$ cat config.mk
export PLATFORM = sky130hd
export DESIGN_NAME = usb_ep_irq_gen
export DESIGN_NICKNAME = d
export VERILOG_FILES = /design/src/rtl/usb_ep_irq_pkg.sv /design/src/rtl/usb_ep_txn_fsm.sv /design/src/rtl/usb_ep_flag_cell.sv /design/src/rtl/usb_ep_irq_merge.sv /design/src/rtl/usb_ep_irq_gen.sv
export SDC_FILE = /design/constraint.sdc
export NUM_CORES = 1
export LEC_CHECK = 0
export BUFFER_PORTS_ARGS = -buffer_cell sky130_fd_sc_hd__clkbuf_2
export CAP_MARGIN = 5
export CORE_UTILIZATION = 50
export CTS_BUF_LIST = sky130_fd_sc_hd__clkbuf_2
export DETAILED_ROUTE_END_ITERATION = 7
export GPL_TIMING_DRIVEN = 0
export PLACE_DENSITY = 0.84
export RECOVER_POWER = 50
export SLEW_MARGIN = 20
export SYNTH_ARGS = -nofsm -noshare
export SYNTH_HDL_FRONTEND = slang
export SYNTH_HIERARCHICAL = 1
export SYNTH_SLANG_ARGS = --single-unit
$ cat constraint.sdc
create_clock -name clk -period 2.4 [get_ports clk]
set_input_delay 0 -clock clk [delete_from_list [all_inputs] [get_ports clk]]
set_output_delay 0 -clock clk [all_outputs]
set_load 0.02 [all_outputs]
$ cat src/rtl/usb_ep_irq_pkg.sv
package usb_ep_irq_pkg;

    typedef enum logic [2:0] {
        EV_TOK_OUT  = 3'd0,
        EV_TOK_IN   = 3'd1,
        EV_DATA_TX  = 3'd2,
        EV_DATA_RX  = 3'd3,
        EV_ACK_HOST = 3'd4,
        EV_ACK_DEV  = 3'd5,
        EV_ABORT    = 3'd6,
        EV_RSVD     = 3'd7
    } ev_code_e;

    typedef enum logic [2:0] {
        S_IDLE     = 3'd0,
        S_IN_DATA  = 3'd1,
        S_OUT_DATA = 3'd2,
        S_IN_HS    = 3'd3,
        S_OUT_HS   = 3'd4,
        S_DRAIN    = 3'd5
    } txn_state_e;

endpackage

$ cat src/rtl/usb_ep_txn_fsm.sv
module usb_ep_txn_fsm
    import usb_ep_irq_pkg::*;
#(
    parameter int NUM_EP = 5,
    parameter int EP_W   = 3
) (
    input  logic              clk,
    input  logic              rst_n,
    input  logic              ev_valid,
    input  logic [2:0]        ev_code,
    input  logic [EP_W-1:0]   ev_ep,
    input  logic              ev_last,
    output logic [NUM_EP-1:0] fire_vec
);

    txn_state_e      state_q, state_d;
    logic [EP_W-1:0] ep_q, ep_d;
    logic            fire_ok;
    ev_code_e        code;
    logic            is_token;
    logic            ep_ok;

    assign code     = ev_code_e'(ev_code);
    assign is_token = (code == EV_TOK_IN) || (code == EV_TOK_OUT);
    assign ep_ok    = (int'(ev_ep) < NUM_EP);

    // state register
    always_ff @(posedge clk or negedge rst_n) begin
        if (!rst_n) begin
            state_q <= S_IDLE;
            ep_q    <= '0;
        end else begin
            state_q <= state_d;
            ep_q    <= ep_d;
        end
    end

    // transition logic
    always_comb begin
        state_d = state_q;
        ep_d    = ep_q;
        fire_ok = 1'b0;
        if (ev_valid) begin
            if (is_token) begin
                if (ep_ok) begin
                    state_d = (code == EV_TOK_IN) ? S_IN_DATA : S_OUT_DATA;
                    ep_d    = ev_ep;
                end else begin
                    state_d = S_IDLE;
                end
            end else begin
                unique case (state_q)
                    S_IDLE: state_d = S_IDLE;
                    S_IN_DATA: begin
                        if (code == EV_DATA_TX)
                            state_d = ev_last ? S_IN_HS : S_DRAIN;
                        else
                            state_d = S_IDLE;
                    end
                    S_OUT_DATA: begin
                        if (code == EV_DATA_RX)
                            state_d = ev_last ? S_OUT_HS : S_DRAIN;
                        else
                            state_d = S_IDLE;
                    end
                    S_IN_HS: begin
                        fire_ok = (code == EV_ACK_HOST);
                        state_d = S_IDLE;
                    end
                    S_OUT_HS: begin
                        fire_ok = (code == EV_ACK_DEV);
                        state_d = S_IDLE;
                    end
                    S_DRAIN: state_d = S_IDLE;
                    default: state_d = S_IDLE;
                endcase
            end
        end
    end

    // output decode
    always_comb begin
        for (int i = 0; i < NUM_EP; i++) begin
            fire_vec[i] = fire_ok && (ep_q == EP_W'(i));
        end
    end

endmodule

$ cat src/rtl/usb_ep_flag_cell.sv
module usb_ep_flag_cell (
    input  logic clk,
    input  logic rst_n,
    input  logic set_i,
    input  logic en_i,
    input  logic clr_i,
    output logic flag_o
);

    always_ff @(posedge clk or negedge rst_n) begin
        if (!rst_n)
            flag_o <= 1'b0;
        else if (set_i && en_i)
            flag_o <= 1'b1;
        else if (clr_i)
            flag_o <= 1'b0;
    end

endmodule

$ cat src/rtl/usb_ep_irq_merge.sv
module usb_ep_irq_merge #(
    parameter int NUM_EP = 5
) (
    input  logic [NUM_EP-1:0] pending,
    input  logic [NUM_EP-1:0] enable,
    output logic              irq
);

    assign irq = |(pending & enable);

endmodule

$ cat src/rtl/usb_ep_irq_gen.sv
module usb_ep_irq_gen #(
    parameter int NUM_EP = 5,
    parameter int EP_W   = 3
) (
    input  logic              clk,
    input  logic              rst_n,
    input  logic              ev_valid,
    input  logic [2:0]        ev_code,
    input  logic [EP_W-1:0]   ev_ep,
    input  logic              ev_last,
    input  logic [NUM_EP-1:0] ep_enable,
    input  logic              clr_we,
    input  logic [NUM_EP-1:0] clr_mask,
    output logic [NUM_EP-1:0] ep_pending,
    output logic              irq
);

    logic [NUM_EP-1:0] fire_vec;

    usb_ep_txn_fsm #(.NUM_EP(NUM_EP), .EP_W(EP_W)) u_fsm (
        .clk      (clk),
        .rst_n    (rst_n),
        .ev_valid (ev_valid),
        .ev_code  (ev_code),
        .ev_ep    (ev_ep),
        .ev_last  (ev_last),
        .fire_vec (fire_vec)
    );

    for (genvar g = 0; g < NUM_EP; g++) begin : g_flag
        usb_ep_flag_cell u_cell (
            .clk    (clk),
            .rst_n  (rst_n),
            .set_i  (fire_vec[g]),
            .en_i   (ep_enable[g]),
            .clr_i  (clr_we && clr_mask[g]),
            .flag_o (ep_pending[g])
        );
    end

    usb_ep_irq_merge #(.NUM_EP(NUM_EP)) u_merge (
        .pending (ep_pending),
        .enable  (ep_enable),
        .irq     (irq)
    );

endmodule

* Yosys cells after proc, flatten, opt, wreduce, memory -nomap -nowiden
Index checks and enable logic that the tools add are counted.
Storage, ports and cells: logic and storage cells 68, bits of input ports 21, memory bits (read-only) 0, RAM bits 0, memories kept 0, register bits 11, bits in latches 0, output and inout bits 6
Cells by class: multiplexer cells 21, $lt $le $gt $ge 1, bitwise logic cells 1, multipliers 0, reduce and logical (&&, ||, !) cells 25, shifts and indexed selects 0, equal/unequal tests 13, divide/modulo/power cells 0, $add $sub $neg 0
Operator list (number):
- $eq A3 B2 Y1 const B | 6
- $logic_and A1 B1 Y1 | 15
- $mux W3 | 5
- $mux W1 | 13
- $eq A3 B3 Y1 const B | 4
- $reduce_bool A2 Y1 | 5
- $eq A3 B1 Y1 const B | 3
- $logic_not A3 Y1 | 2
- $pmux W3 S2 | 1
- $and A5 B5 Y5 | 1
- $reduce_or A5 Y1 | 1
- $lt A3 B3 Y1 const B | 1
- $reduce_and A3 Y1 | 1
- $mux W2 | 1
- $pmux W1 S2 | 1
- $logic_or A1 B1 Y1 | 1

* Depth between registers and ports, before layout
depth in word-level cells 7, depth in mapped cells 5, gate-level depth less buffers 5

* Cells and area by module
The synthesis kept the hierarchy.
Modules (own cells, without submodules):
- usb_ep_txn_fsm | area an instance 395.4 um^2, cells an instance 37, times used 1, seq. area each 150.1 um^2
- usb_ep_flag_cell | area an instance 41.3 um^2, cells an instance 4, times used 5, seq. area each 25.0 um^2
- usb_ep_irq_gen | area an instance 31.3 um^2, cells an instance 5, times used 1, seq. area each 0.0 um^2
- usb_ep_irq_merge | area an instance 21.3 um^2, cells an instance 3, times used 1, seq. area each 0.0 um^2

* Worst setup path before layout
OpenSTA, ideal clock, no wires.
path type register -> register, from reg u_fsm.state_q[0], to reg g_flag[1].u_cell.flag_o, period minus slack after synthesis 1275 ps, setup time 74 ps, path buffers 0, arrival 1202 ps, cell stages (with the launch flop) 6, required time 2326 ps, setup slack 1125 ps, path through dfrtp_1 -> and4bb_1 -> o211ai_2 -> nor4b_1 -> nand2_1 -> o21ai_2
On the way: cells in the longest elaborated chain, start to end 7, elaborated cells between the ends (all ways) 9, those cells by class eq/ne (2); mux (4); reduce/logical (3)
Ends and longest elaborated chain:
- start, declared | line usb_ep_txn_fsm.sv:16 | txn_state_e state_q, state_d;
- start signal, assigned | line usb_ep_txn_fsm.sv:33 | state_q <= state_d;
- $eq A3 B3 Y1 / $eq A3 B2 Y1 (equally long branches) | line usb_ep_txn_fsm.sv:52 | unique case (state_q)
- $pmux W1 S2 * | line usb_ep_txn_fsm.sv:52
- $mux W1 * | line usb_ep_txn_fsm.sv:44 | if (is_token) begin
- $mux W1 * | line usb_ep_txn_fsm.sv:43 | if (ev_valid) begin
- $logic_and A1 B1 Y1 * | line usb_ep_txn_fsm.sv:84 | fire_vec[i] = fire_ok && (ep_q == EP_W'(i));
- via fire_vec[1] | line usb_ep_irq_gen.sv:18 | logic [NUM_EP-1:0] fire_vec;
- $logic_and A1 B1 Y1 * | line usb_ep_flag_cell.sv:13 | else if (set_i && en_i)
- $mux W1 / $reduce_bool A2 Y1 (equally long branches)
- end signal, assigned | line usb_ep_flag_cell.sv:12 | flag_o <= 1'b0;
- end signal, assigned | line usb_ep_flag_cell.sv:14 | flag_o <= 1'b1;
- end signal, assigned | line usb_ep_flag_cell.sv:16 | flag_o <= 1'b0;
- end, declared | line usb_ep_flag_cell.sv:7 | output logic flag_o
Mark *: on every way through the listed nets, which the timed path passes. The rest lies on a longest branch. A chain may end at the register's enable or synchronous reset.

* Worst setup path in the final report
from reg u_fsm.state_q[0], to reg g_flag[0].u_cell.flag_o
On the way: cells in the longest elaborated chain, start to end 7, elaborated cells between the ends (all ways) 9, those cells by class eq/ne (2); mux (4); reduce/logical (3)
Ends and longest elaborated chain (line):
- $eq A3 B3 Y1 / $eq A3 B2 Y1 (equally long branches) | usb_ep_txn_fsm.sv:52
- $pmux W1 S2 * | usb_ep_txn_fsm.sv:52
- $mux W1 * | usb_ep_txn_fsm.sv:44
- $mux W1 * | usb_ep_txn_fsm.sv:43
- $logic_and A1 B1 Y1 * | usb_ep_txn_fsm.sv:84
- via fire_vec[0] | usb_ep_irq_gen.sv:18
- $logic_and A1 B1 Y1 * | usb_ep_flag_cell.sv:13
- $mux W1 / $reduce_bool A2 Y1 (equally long branches)
- end signal, assigned | usb_ep_flag_cell.sv:12
- end signal, assigned | usb_ep_flag_cell.sv:14
- end signal, assigned | usb_ep_flag_cell.sv:16
- end, declared | usb_ep_flag_cell.sv:7
Marks and branches as above.

==> flow_summary.ini <==
[sta]
fin_crit_sh_pct = 84.4
hold-worst-slack_ns = 0.0102
min_period_ns = 2.03
clock_skew_ns = 0.00724
max_freq_mhz = 493
relSlewSlack_pct = 60.3
grt_setup_unrepaired = false
hold_violations = 0
tightest_slew_ns = 0.595
finalMaxSlewViolations = 0
setup_slack_ns = 0.373
final-setup-viol-count = 0
tns_ns = 0

[grt]
grt_overflow_total = 0
grt_max_degree = 12
antenna_found_initial = 0
grt_pass1_wl_mm = 2.97
grt_use_total_pct = 31.7
grt_pass1_vias = 697

[final_layout]
fin_nets = 130
antenna_cells = 0
fillers = 75
fin_cells = 122
synthToLayoutAreaGrowth_pct = 44.7
utilization_pct = 81.9
drive_gt1_share_pct = 36.1
final_cell_area_um2 = 947

[detailed_routing]
wire_per_inst_um = 16.4
vias = 706
drc_errors = 0
routed_wl_mm = 2.00
drtPass1Iterations = 4
drtIter0Drc = 23
viasPerCell = 5.79
antenna_left = 0

[placed_design]
gp_congestion = 0.799
pre_cts_slack_ns = 0.951
dp_cells = 105
dpl_cell_area_um2 = 802
port-buffer-count = 26
dp_hpwl_mm = 1.31

[yosys]
seq_area_frac_synth_pct = 42.1
syn_avg_cell_area_um2 = 10.1
synth.cell_area_um2 = 654
synthTopCellsByCount = 11 x dfrtp_1, 9 x inv_1, 8 x nand2_1, 5 x and2_1, 5 x o21ai_2
synth_seq_cells = 11
ys_types = 26
synth_ff_type = dfrtp_1
synth_area_leaders = dfrtp_1 42%, o21ai_2 6.7%, inv_1 5.2%
synth_top_area_share_pct = 42.1
synth_fp_nets = 86
syn_inst = 65
yosys_warnings = 6
yosys.area.top_type = dfrtp_1
async_reset_ff_share_pct = 100
synth-edff-count = 0
synthMostInstantiatedCell = dfrtp_1

[floorplanning]
start_util_pct = 56.6
die_area_um2 = 1460
placeableCoreArea_um2 = 1160
ios = 27
die_w_um = 38.2
row_count = 12
die_h_um = 38.2

[clock_tree]
clockBufferDepth = 2
cts-root-buf = clkbuf_2
cts_hold_buf = 12
cts.sink_count = 11
tritoncts = built
cts_max_level = 1
cts.repair.resized = 0
numCtsBuffers = 3
path_clk_slew_ns = 0.12
clkLatencyLatePin_ns = 0.27
cts_setup_buffers = 0

[power_and_ir_drop]
leakagePower_nw = 0.452
p_total_mw = 0.408
p_per_area_nw_per_um2 = 431
ir_drop_mv = 0.304

[status]
run_status = finished, final reports clean

[run]
drv_cap = 0

[critical_path]
critPathMaxStageDelay_ns = 0.59
cp-start-kind = register
cp_slowest_cell = dlygate4sd3_1
crit_fanout = 8
r2r_cells = 6
crit_chain = and4bb_1 > o211ai_2 > nor4_1 > nand2_1 > o21ai_2 > dlygate4sd3_1
cp_data_arrival_time_ns = 2.24
critPathKind = reg2reg
endpoint_kind = register
critPathRequiredTime_ns = 2.61

[min_path]
whs_path_depth = 3
hp-class = in2reg
==> layout by cell type (no fill, tap or decap), types with 2 or more instances in the layout <==
cell type | Yosys | final
nor4b_1 | 2 | 2
and2_1 | 5 | 5
and4bb_1 | 2 | 2
dlygate4sd3_1 | 0 | 13
dfrtp_1 | 11 | 11
o21ai_2 | 5 | 5
clkbuf_1 | 0 | 4
a22oi_1 | 2 | 2
clkbuf_2 | 0 | 26
o221ai_1 | 2 | 2
mux2_2 | 3 | 3
nand2_1 | 8 | 8
inv_1 | 9 | 9
==> final timing paths <==
| path | start | endpoint | slack (ns) |
|---|---|---|---|
| worst max-delay path | u_fsm/state_q[0] | g_flag[0].u_cell/flag_o | 0.37 |
| worst min-delay path | clr_mask[1] | g_flag[1].u_cell/flag_o | 0.01 |
| worst max register to register | u_fsm/state_q[0] | g_flag[0].u_cell/flag_o | 0.37 |
| worst min register to register | g_flag[1].u_cell/flag_o | g_flag[1].u_cell/flag_o | 0.56 |
| max in group asynchronous | rst_n | u_fsm/state_q[0] | 1.76 |
| min in group asynchronous | rst_n | u_fsm/ep_q[1] | 0.25 |
==> state kept, by name, indices dropped and copies added, names as in the netlist <==
register / flops
u_fsm/ep_q: 3
g_flag.u_cell/flag_o: 5
u_fsm/state_q: 3
==> report_power, final <==
| part | total (mW) | internal, mW | switching [mW] |
|---|---|---|---|
| clock | 0.111 | 0.0442 | 0.0667 |
| combinational | 0.0756 | 0.0455 | 0.0301 |
| sequential | 0.222 | 0.198 | 0.0237 |
| total | 0.408 | 0.288 | 0.120 |
==> worst max-delay path: cells and delay by family (launching register included) <==
family          cells  cell delay [ns]
simple gates        3             0.67
buf+inv             1             0.59
flops               1             0.47
compound gates      2             0.25
==> area by class of cell <==
class / count / area (µm²) / share of cell area [%]
timing repair buffer: 39 / 255 / 26.9
sequential: 11 / 275 / 29.1
clock buffer: 4 / 20.0 / 2.11
tap: 14 / 17.5 / 1.85
multi-input combinational: 45 / 345 / 36.5
inverter: 9 / 33.8 / 3.57
==> logic make-up after synthesis <==
family          after synthesis  synth area share (%)
compound gates               14                  17.8
mux                           3                  5.16
xor+xnor                      1                  1.34
buf+inv                       9                  5.16
simple gates                 27                  28.5
flops                        11                  42.1
==> per-layer routing <==
metal / vias up / GRT usage, % / routed length [µm]
met5: - / 0 / 0
met2: 40 / 57.2 / 1070
met3: 10 / 11.6 / 135
met4: 0 / 21.4 / 87
met1: 334 / 28.7 / 707
li1: 322 / - / -
Note: power is estimated with default switching activity, not from simulation.
